### config.mk
export PLATFORM = sky130hd
export DESIGN_NAME = sb_sram_seq
export DESIGN_NICKNAME = d
export VERILOG_FILES = /design/src/rtl/sb_seq_pkg.sv /design/src/rtl/sb_phase_timer.sv /design/src/rtl/sb_phase_fsm.sv /design/src/rtl/sb_wl_decode.sv /design/src/rtl/sb_sram_seq.sv
export SDC_FILE = /design/constraint.sdc
export NUM_CORES = 1
export LEC_CHECK = 0
export BUFFER_PORTS_ARGS = -buffer_cell sky130_fd_sc_hd__buf_2
export CORE_ASPECT_RATIO = 0.75
export CORE_UTILIZATION = 50
export DETAILED_ROUTE_END_ITERATION = 10
export PLACE_DENSITY = 0.78
export SLEW_MARGIN = 0
export SYNTH_ARGS = -nofsm -noshare
export SYNTH_HDL_FRONTEND = slang
export SYNTH_HIERARCHICAL = 1
export SYNTH_SLANG_ARGS = --single-unit
### constraint.sdc
create_clock -name clk_i -period 4.6 [get_ports clk_i]
set_clock_uncertainty 0.05 [all_clocks]
set_input_delay 0.69 -clock clk_i [delete_from_list [all_inputs] [get_ports clk_i]]
set_output_delay 0.69 -clock clk_i [all_outputs]
set_load 0.05 [all_outputs]
### src/rtl/sb_seq_pkg.sv
package sb_seq_pkg;
  typedef enum logic [3:0] {
    PH_IDLE,
    PH_WDRV,   // write data on bit-line, word-line idle
    PH_WWL,    // write word-line high
    PH_PRE,    // read bit-line pulled low
    PH_FLT,    // read bit-line released
    PH_RLS,    // read-line up, feedback cut
    PH_RWL,    // read word-line high
    PH_REC,    // word-line and read-line back at rest
    PH_SNS     // sense amplifier on
  } phase_e;

  function automatic int unsigned max2(int unsigned a, int unsigned b);
    return (a > b) ? a : b;
  endfunction
endpackage

### src/rtl/sb_phase_timer.sv
module sb_phase_timer #(
  parameter int unsigned CW = 4
) (
  input  logic          clk_i,
  input  logic          rst_ni,
  input  logic          restart_i,
  input  logic [CW-1:0] len_m1_i,
  output logic          last_o
);
  logic [CW-1:0] cnt_q;

  always_ff @(posedge clk_i or negedge rst_ni) begin
    if (!rst_ni)        cnt_q <= '0;
    else if (restart_i) cnt_q <= '0;
    else                cnt_q <= cnt_q + 1'b1;
  end

  assign last_o = (cnt_q == len_m1_i);

  AST_CNT_BOUND: assert property (@(posedge clk_i) disable iff (!rst_ni)
    !restart_i |=> cnt_q != '0);
endmodule

### src/rtl/sb_phase_fsm.sv
module sb_phase_fsm
  import sb_seq_pkg::*;
#(
  parameter int unsigned T_WDRV = 2,
  parameter int unsigned T_PRE  = 2,
  parameter int unsigned T_FLT  = 1,
  parameter int unsigned T_RLS  = 1,
  parameter int unsigned T_WLA  = 3,
  parameter int unsigned T_REC  = 1,
  parameter int unsigned T_SNS  = 2,
  parameter int unsigned CW     = 4
) (
  input  logic          clk_i,
  input  logic          rst_ni,
  input  logic          start_i,
  input  logic          we_i,
  input  logic          last_i,
  output phase_e        phase_o,
  output logic          restart_o,
  output logic [CW-1:0] len_m1_o,
  output logic          fin_o
);
  phase_e ph_q, ph_d;

  always_comb begin
    ph_d = ph_q;
    unique case (ph_q)
      PH_IDLE: if (start_i) ph_d = we_i ? PH_WDRV : PH_PRE;
      PH_WDRV: if (last_i)  ph_d = PH_WWL;
      PH_WWL:  if (last_i)  ph_d = PH_IDLE;
      PH_PRE:  if (last_i)  ph_d = PH_FLT;
      PH_FLT:  if (last_i)  ph_d = PH_RLS;
      PH_RLS:  if (last_i)  ph_d = PH_RWL;
      PH_RWL:  if (last_i)  ph_d = PH_REC;
      PH_REC:  if (last_i)  ph_d = PH_SNS;
      PH_SNS:  if (last_i)  ph_d = PH_IDLE;
      default:              ph_d = PH_IDLE;
    endcase
  end

  always_comb begin
    unique case (ph_q)
      PH_WDRV: len_m1_o = CW'(T_WDRV - 1);
      PH_WWL:  len_m1_o = CW'(T_WLA - 1);
      PH_PRE:  len_m1_o = CW'(T_PRE - 1);
      PH_FLT:  len_m1_o = CW'(T_FLT - 1);
      PH_RLS:  len_m1_o = CW'(T_RLS - 1);
      PH_RWL:  len_m1_o = CW'(T_WLA - 1);
      PH_REC:  len_m1_o = CW'(T_REC - 1);
      PH_SNS:  len_m1_o = CW'(T_SNS - 1);
      default: len_m1_o = '0;
    endcase
  end

  always_ff @(posedge clk_i or negedge rst_ni) begin
    if (!rst_ni) ph_q <= PH_IDLE;
    else         ph_q <= ph_d;
  end

  assign phase_o   = ph_q;
  assign restart_o = (ph_d != ph_q) || (ph_q == PH_IDLE);
  assign fin_o     = (ph_q != PH_IDLE) && (ph_d == PH_IDLE);
endmodule

### src/rtl/sb_wl_decode.sv
module sb_wl_decode #(
  parameter int unsigned ROWS = 16,
  localparam int unsigned AW  = (ROWS > 1) ? $clog2(ROWS) : 1
) (
  input  logic            en_i,
  input  logic [AW-1:0]   addr_i,
  output logic [ROWS-1:0] wl_o
);
  for (genvar r = 0; r < ROWS; r++) begin : g_row
    assign wl_o[r] = en_i && (addr_i == AW'(r));
  end
endmodule

### src/rtl/sb_sram_seq.sv
module sb_sram_seq
  import sb_seq_pkg::*;
#(
  parameter int unsigned ROWS   = 16,
  parameter int unsigned T_WDRV = 2,
  parameter int unsigned T_PRE  = 2,
  parameter int unsigned T_FLT  = 1,
  parameter int unsigned T_RLS  = 1,
  parameter int unsigned T_WLA  = 3,
  parameter int unsigned T_REC  = 1,
  parameter int unsigned T_SNS  = 2,
  localparam int unsigned AW    = (ROWS > 1) ? $clog2(ROWS) : 1
) (
  input  logic            clk_i,
  input  logic            rst_ni,
  input  logic            req_valid_i,
  output logic            req_ready_o,
  input  logic            req_we_i,
  input  logic [AW-1:0]   req_addr_i,
  input  logic            req_wdata_i,
  output logic [ROWS-1:0] wl_o,
  output logic            bl_oe_o,
  output logic            bl_do_o,
  output logic            rl_o,
  output logic            sae_o,
  input  logic            sense_i,
  output logic            rdata_o,
  output logic            done_o
);
  localparam int unsigned TMAX = max2(max2(max2(T_WDRV, T_PRE), max2(T_FLT, T_RLS)),
                                      max2(max2(T_WLA, T_REC), T_SNS));
  localparam int unsigned CW   = $clog2(TMAX + 1) + 1;

  phase_e        phase;
  logic          restart, last, fin, accept;
  logic [CW-1:0] len_m1;
  logic          we_q, wd_q, rdata_q, done_q, wl_en;
  logic [AW-1:0] addr_q;

  assign accept = req_valid_i && req_ready_o;

  always_ff @(posedge clk_i or negedge rst_ni) begin
    if (!rst_ni) begin
      we_q   <= 1'b0;
      wd_q   <= 1'b0;
      addr_q <= '0;
    end else if (accept) begin
      we_q   <= req_we_i;
      wd_q   <= req_wdata_i;
      addr_q <= req_addr_i;
    end
  end

  sb_phase_fsm #(
    .T_WDRV(T_WDRV), .T_PRE(T_PRE), .T_FLT(T_FLT), .T_RLS(T_RLS),
    .T_WLA(T_WLA), .T_REC(T_REC), .T_SNS(T_SNS), .CW(CW)
  ) u_fsm (
    .clk_i     (clk_i),
    .rst_ni    (rst_ni),
    .start_i   (accept),
    .we_i      (req_we_i),
    .last_i    (last),
    .phase_o   (phase),
    .restart_o (restart),
    .len_m1_o  (len_m1),
    .fin_o     (fin)
  );

  sb_phase_timer #(.CW(CW)) u_timer (
    .clk_i     (clk_i),
    .rst_ni    (rst_ni),
    .restart_i (restart),
    .len_m1_i  (len_m1),
    .last_o    (last)
  );

  assign wl_en = (phase == PH_WWL) || (phase == PH_RWL);

  sb_wl_decode #(.ROWS(ROWS)) u_dec (
    .en_i   (wl_en),
    .addr_i (addr_q),
    .wl_o   (wl_o)
  );

  always_comb begin
    bl_oe_o = 1'b1;
    bl_do_o = 1'b0;
    rl_o    = 1'b0;
    sae_o   = 1'b0;
    unique case (phase)
      PH_WDRV, PH_WWL: bl_do_o = wd_q;
      PH_FLT, PH_REC:  bl_oe_o = 1'b0;
      PH_RLS, PH_RWL: begin
        bl_oe_o = 1'b0;
        rl_o    = 1'b1;
      end
      PH_SNS: begin
        bl_oe_o = 1'b0;
        sae_o   = 1'b1;
      end
      default: ;
    endcase
  end

  always_ff @(posedge clk_i or negedge rst_ni) begin
    if (!rst_ni) begin
      rdata_q <= 1'b0;
      done_q  <= 1'b0;
    end else begin
      done_q <= fin;
      if ((phase == PH_SNS) && last) rdata_q <= sense_i;
    end
  end

  assign req_ready_o = (phase == PH_IDLE);
  assign rdata_o     = rdata_q;
  assign done_o      = done_q;

  AST_IDLE_LEVELS: assert property (@(posedge clk_i) disable iff (!rst_ni)
    req_ready_o |-> (wl_o == '0) && bl_oe_o && !bl_do_o && !rl_o && !sae_o);
  AST_REQ_HELD: assert property (@(posedge clk_i) disable iff (!rst_ni)
    !req_ready_o |=> $stable(addr_q) && $stable(we_q) && $stable(wd_q));
  AST_WR_RL_LOW: assert property (@(posedge clk_i) disable iff (!rst_ni)
    ((wl_o != '0) && bl_oe_o) |-> !rl_o);
  AST_WR_DATA_FIRST: assert property (@(posedge clk_i) disable iff (!rst_ni)
    ($rose(|wl_o) && bl_oe_o) |-> $past(bl_oe_o) && $stable(bl_do_o));
  AST_RL_FLOATS: assert property (@(posedge clk_i) disable iff (!rst_ni)
    rl_o |-> !bl_oe_o);
  AST_FLOAT_FIRST: assert property (@(posedge clk_i) disable iff (!rst_ni)
    $rose(rl_o) |-> !$past(bl_oe_o));
  AST_RD_WL_CUT: assert property (@(posedge clk_i) disable iff (!rst_ni)
    ((wl_o != '0) && !bl_oe_o) |-> rl_o);
  AST_SENSE_QUIET: assert property (@(posedge clk_i) disable iff (!rst_ni)
    sae_o |-> (wl_o == '0) && !rl_o && !bl_oe_o);
  AST_DONE_PULSE: assert property (@(posedge clk_i) disable iff (!rst_ni)
    done_o |=> !done_o);
  AST_WL_ONEHOT: assert property (@(posedge clk_i) disable iff (!rst_ni)
    $onehot0(wl_o));
endmodule

# Word-level counts from Yosys, hierarchy flattened
# Memory sizes are Yosys's and may differ from the RTL's.
# Index checks and enable logic that the tools add are counted.
dict set report word_totals {
  reg_bits 14
  mem_bits_ro 32
  input_bits 10
  output_inout_bits 23
  wordCells 77
  mem_count 1
}
# memory words word_bits read_ports rd_ports_with_merged_regs wr line
set memory_table {}
lappend memory_table {{(no name shown)} 16 2 1 0 0 sb_phase_fsm.sv:42} ;# unique case (ph_q)
dict set report op_classes {
  addsub 1
  n_eq_ne 25
  mux 15
  reduce_logical 29
}
# cell n
set op_table {}
lappend op_table {{$eq A4 B4 Y1 const B} 9}
lappend op_table {{$eq A4 B3 Y1 const B} 8}
lappend op_table {{$mux W4} 8}
lappend op_table {{$pmux W4 S8} 1}
lappend op_table {{$logic_and A1 B1 Y1} 19}
lappend op_table {{$eq A4 B2 Y1 const B} 4}
lappend op_table {{$logic_not A4 Y1} 3}
lappend op_table {{$eq A4 B1 Y1 const B} 2}
lappend op_table {{$reduce_or A2 Y1} 3}
lappend op_table {{$reduce_or A5 Y1} 1}
lappend op_table {{$mux W1} 4}
lappend op_table {{$ne A4 B4 Y1} 1}
lappend op_table {{$reduce_bool A4 Y1} 1}
lappend op_table {{$add A3 B1 Y3 const B} 1}
lappend op_table {{$eq A3 B3 Y1} 1}
lappend op_table {{$mux W3} 1}
lappend op_table {{$logic_or A1 B1 Y1} 2}
lappend op_table {{$mux W2} 1}

# Depth between registers and ports, before layout
dict set report depth {
  depth_word 7
  mapped_depth 9
  ltp_nobuf 7
}

# Modules after synthesis
# Netlist, hierarchy kept.
# mod instances cells_per_inst area_per_inst_um2 seq_area_each_um2
set by_module_without_submodules {}
lappend by_module_without_submodules {sb_sram_seq 1 24 366.6 175.2}
lappend by_module_without_submodules {sb_phase_fsm 1 37 332.8 100.1}
lappend by_module_without_submodules {sb_phase_timer 1 12 146.4 75.1}
lappend by_module_without_submodules {sb_wl_decode 1 23 117.6 0.0}

# Worst setup path after synthesis
# No wires, ideal clock.
dict set report synth_path {
  path_kind {register to output}
  from {reg u_fsm.ph_q[0] (netlist: u_fsm/phase_o[0])}
  to {out bl_do_o}
  arrival_ps 2282
  setup_slack_ps 1578
  path_stages_with_launch 3
  path_buffers 0
  cell_sequence {dfrtp_1 -> xnor2_1 -> nor4b_1}
}
dict set report synth_via {
  elab_chain_len 3
  elab_cells_between_ends 4
  classes_between {eq/ne (2); mux (1); reduce/logical (1)}
}
# item line
set synth_lines {}
lappend synth_lines {{from (decl)} sb_phase_fsm.sv:23} ;# phase_e ph_q, ph_d;
lappend synth_lines {{from (signal assigned)} sb_phase_fsm.sv:57} ;# else ph_q <= ph_d;
lappend synth_lines {{$eq A4 B2 Y1 or $eq A4 B1 Y1 (tied branches)} sb_sram_seq.sv:90} ;# unique case (phase)
lappend synth_lines {{$reduce_or A2 Y1 *} sb_sram_seq.sv:90}
lappend synth_lines {{$mux W1 *} sb_sram_seq.sv:90}
lappend synth_lines {{to (decl)} sb_sram_seq.sv:23} ;# output logic bl_do_o,
# Mark *: on every way between the ends. The rest lies on a longest branch, timed or not.

# Worst setup path after layout
dict set report layout_path {
  from {reg u_fsm.ph_q[1] (netlist: u_fsm/phase_o[1])}
  to {out wl_o[1]}
}
dict set report layout_via {
  elab_chain_len 3
  elab_cells_between_ends 4
  classes_between {eq/ne (2); reduce/logical (2)}
}
# item line
set layout_lines {}
lappend layout_lines {{$eq A4 B2 Y1 or $eq A4 B3 Y1 (tied branches)} sb_sram_seq.sv:77} ;# assign wl_en = (phase == PH_WWL) || (phase == PH_RWL);
lappend layout_lines {{$logic_or A1 B1 Y1 *} sb_sram_seq.sv:77}
lappend layout_lines {{named net wl_en} sb_sram_seq.sv:37} ;# logic we_q, wd_q, rdata_q, done_q, wl_en;
lappend layout_lines {{$logic_and A1 B1 Y1 *} sb_wl_decode.sv:10} ;# assign wl_o[r] = en_i && (addr_i == AW'(r));
lappend layout_lines {{to (decl)} sb_sram_seq.sv:21} ;# output logic [ROWS-1:0] wl_o,
# The timed path passes the listed nets; every way through them passes the cells marked *.

==> metrics.md <==
| Metric | Value |
|---|---|
| Initial antenna violation count | `0` |
| EDFF count, synth | `0` |
| #FFs+latches synth | `14` |
| Clock share of power | `8.0%` |
| Outcome | `completed` |
| Syn Nets | `107` |
| Leading area contributor after synthesis | `dfrtp_1` |
| H-tree level count | `1` |
| Synth Flop Type | `dfrtp_1` |
| Rows | `13` |
| Static Leak | `0.557 nW` |
| # diodes | `0` |
| GR Overflow Total | `0` |
| Vias in the first global route | `690` |
| Period utilization | `65.7%` |
| CTS Buffer Depth | `2` |
| Synth top area cells | `dfrtp_1, mux2_4, nor2_1, nand2b_1, xor2_1` |
| Final Hold Fails | `0` |
| Nets | `~140` |
| Hold buffer count at cts | `0` |
| Post-synthesis sequential area ratio | `a little over a third` |
| Starting Density | `54.3%` |
| DRC errors left | `0` |
| Clk root buf | `clkbuf_4` |
| WP data arrival | `2280 ps` |
| Seq pwr share | `34.8%` |
| Min-delay worst type | `primary input to asynchronous set/reset pin` |
| CP max FO | `14` |
| Largest net degree at the start of global routing | `19` |
| Top-area cell type share of the netlist area | `a little over a third` |
| Global-route wire length before repair | `3280 um` |
| Slew HR | `roughly half` |
| Non-Filler Instances | `147` |
| RSZ-0062 raised after global routing | `false` |
| Inst Count DP | `144` |
| Fmax | `331 MHz` |
| Least-Margin Pin Slew | `760 ps` |
| Fill count | `about 160` |
| Required time worst endpoint | `3860 ps` |
| Die height | `between 40 and 50 um` |
| CTS resizes | `0` |
| Max Cap Viol | `0` |
| Critical-path cell list | `nor3b_1, or3b_4, nor2_1, buf_2` |
| FFs w/ async S/R, synth | `100%` |
| Core Util, Final | `64.1%` |
| Iter 0 DRT Violations | `26` |
| Clock sink count | `14` |
| Synth cell types | `38` |
| TritonCTS Buffers | `3` |
| FF-to-FF setup slack | `1940 ps` |
| Setup Buffers After CTS | `0` |
| P&R area growth vs syn | `17.9%` |
| Peak supply drop | `0.464 mV` |
| Cell area after synthesis | `~960 um^2` |
| Io pins | `33` |
| Core area | `1770 um^2` |
| Crit path max-delay cell type | `dfrtp_1` |
| TritonRoute pass-1 iters | `4` |
| Comb pwr share | `57.3%` |
| Clk_lat worst skew | `approximately 280 ps` |
| Warnings from Yosys | `6` |
| Tot GR Track Use | `23.2%` |
| Switch Pwr | `0.462 mW` |
| Syn Inst Count | `96` |
| CP Capture Type | `output pin` |
| Vias/cell | `5.59` |
| CTS tree | `built` |
| Switching Share | `a little over half` |
| Via count | `822` |
| Die X | `52.7 um` |
| FF-to-FF Start | `u_fsm/phase_o[3]` |
| Power Density | `roughly 750 nW/um^2` |
| Worst Reg-to-Reg Cells | `7` |
| Min Tclk post-route | `3020 ps` |
| Worst reg2reg endpoint | `u_timer/cnt_q[1]` |
| Worst-path clk slew | `80 ps` |
| Critical path class | `flop to output pin` |
| Final HPWL DP | `1600 um` |
| Total routed wirelength | `2170 um` |
| Input/output buffers | `32` |
| Setup violators final | `0` |
| Final ANT Viol Nets | `0` |
| Die area | `~2100 um^2` |
| P_int | `0.391 mW` |
| Share of cells above drive strength 1 | `40.8%` |
| Max stage delay on crit path | `680 ps` |
| Worst setup startpoint | `u_fsm/phase_o[1]` |
| Wire per inst | `14.7 um` |
| Total negative setup slack | `0 ps` |
| Setup crit start kind | `flop` |
| Max-slew violation count | `0` |
| Placer congestion estimate | `~0.76` |
| Avg Inst Size Synth | `10.0 um^2` |
worst max-delay path: cells and delay by family, from the launching register on:
kind	cells	cell delay (ps)
buf+inv	1	270
flops	1	680
simple gates	3	1050
layout make-up:
class / count / area (um^2) / share of cell area [%]
Timing Repair Buffer: 32 / 160 / 14.1
Tap cell: 22 / 27.5 / 2.42
Inverter: 2 / 7.51 / 0.661
Sequential cell: 14 / 350 / 30.8
Multi-Input combinational cell: 74 / 568 / 50.0
Clock buffer: 3 / 22.5 / 1.98
per-stage QoR:
stage	instance area, um^2	hold WS (ps)	total power, mW	worst slack, ps
after floorplan	963	344	0.691	1580
after global placement	1110	419	0.757	2030
after detailed placement	1110	443	0.783	1930
after CTS	1140	251	0.853	1620
after global routing	1140	250	0.913	1470
final	1140	237	0.853	1580
sequential cells by signal, summed over array words and instances (netlist names):
signal,flops
addr_q,4
u_fsm/phase_o,4
u_timer/cnt_q,3
done_o,1
rdata_o,1
wd_q,1
cell usage after synthesis (3+ instances only):
cell	instances
nor2_1	17
dfrtp_1	14
mux2_4	5
nand2b_1	5
a21oi_1	4
buf_2	3
nand2_1	3
nand3_1	3
nor3_1	3
xor2_1	3
worst max-delay path by stage:
stage	end	slack, ps	cells past startpoint
global placement	wl_o[0]	2030	4
CTS	wl_o[1]	1620	4
finish	wl_o[1]	1580	4
global route	wl_o[0]	1470	4
floorplan	bl_do_o	1580	2
detailed placement	wl_o[1]	1930	4
power groups by stage:
stage | clock network, mW | logic, mW | registers [mW]
floorplan | 0 | 0.429 | 0.262
global placement | 0 | 0.471 | 0.286
detailed placement | 0 | 0.486 | 0.297
CTS | 0.0696 | 0.490 | 0.294
global route | 0.0770 | 0.529 | 0.307
finish | 0.0680 | 0.488 | 0.296
metal layers:
layer	GRT usage (%)	wire, um	up-vias
met3	9.09	140	6
met5	0	0	-
met4	10.5	48	0
li1	-	-	394
met2	36.4	1030	31
met1	28.7	947	391
cell families (layout without fill, tap and decap cells):
family | count (synthesis) | count (layout) | synth area share, %
compound gates | 10 | 10 | 8.44
xor+xnor | 5 | 5 | 4.55
fa+ha+maj | 1 | 1 | 1.30
buf+inv | 8 | 37 | 4.67
flops | 14 | 14 | 36.4
mux | 7 | 7 | 10.1
other cells | 1 | 1 | 0.389
simple gates | 50 | 50 | 34.2
placed cells by master, fill, tap and decap left out, types with 2 or more instances in the layout:
| cell | netlist | layout |
|---|---|---|
| clkbuf_4 | 0 | 3 |
| or3b_1 | 2 | 2 |
| xor2_1 | 3 | 3 |
| nor2b_1 | 2 | 2 |
| inv_1 | 2 | 2 |
| buf_2 | 3 | 32 |
| nand2b_1 | 5 | 5 |
| nand2_1 | 3 | 3 |
| a21oi_1 | 4 | 4 |
| nor3b_1 | 2 | 2 |
| nand3b_1 | 2 | 2 |
| mux2_4 | 5 | 5 |
| nor2_1 | 17 | 17 |
| xnor2_1 | 2 | 2 |
| dfrtp_1 | 14 | 14 |
| mux2_2 | 2 | 2 |
| nor3_2 | 2 | 2 |
| nor3_1 | 3 | 3 |
| nand3_1 | 3 | 3 |
No activity file was read; power rests on OpenSTA's default activity.
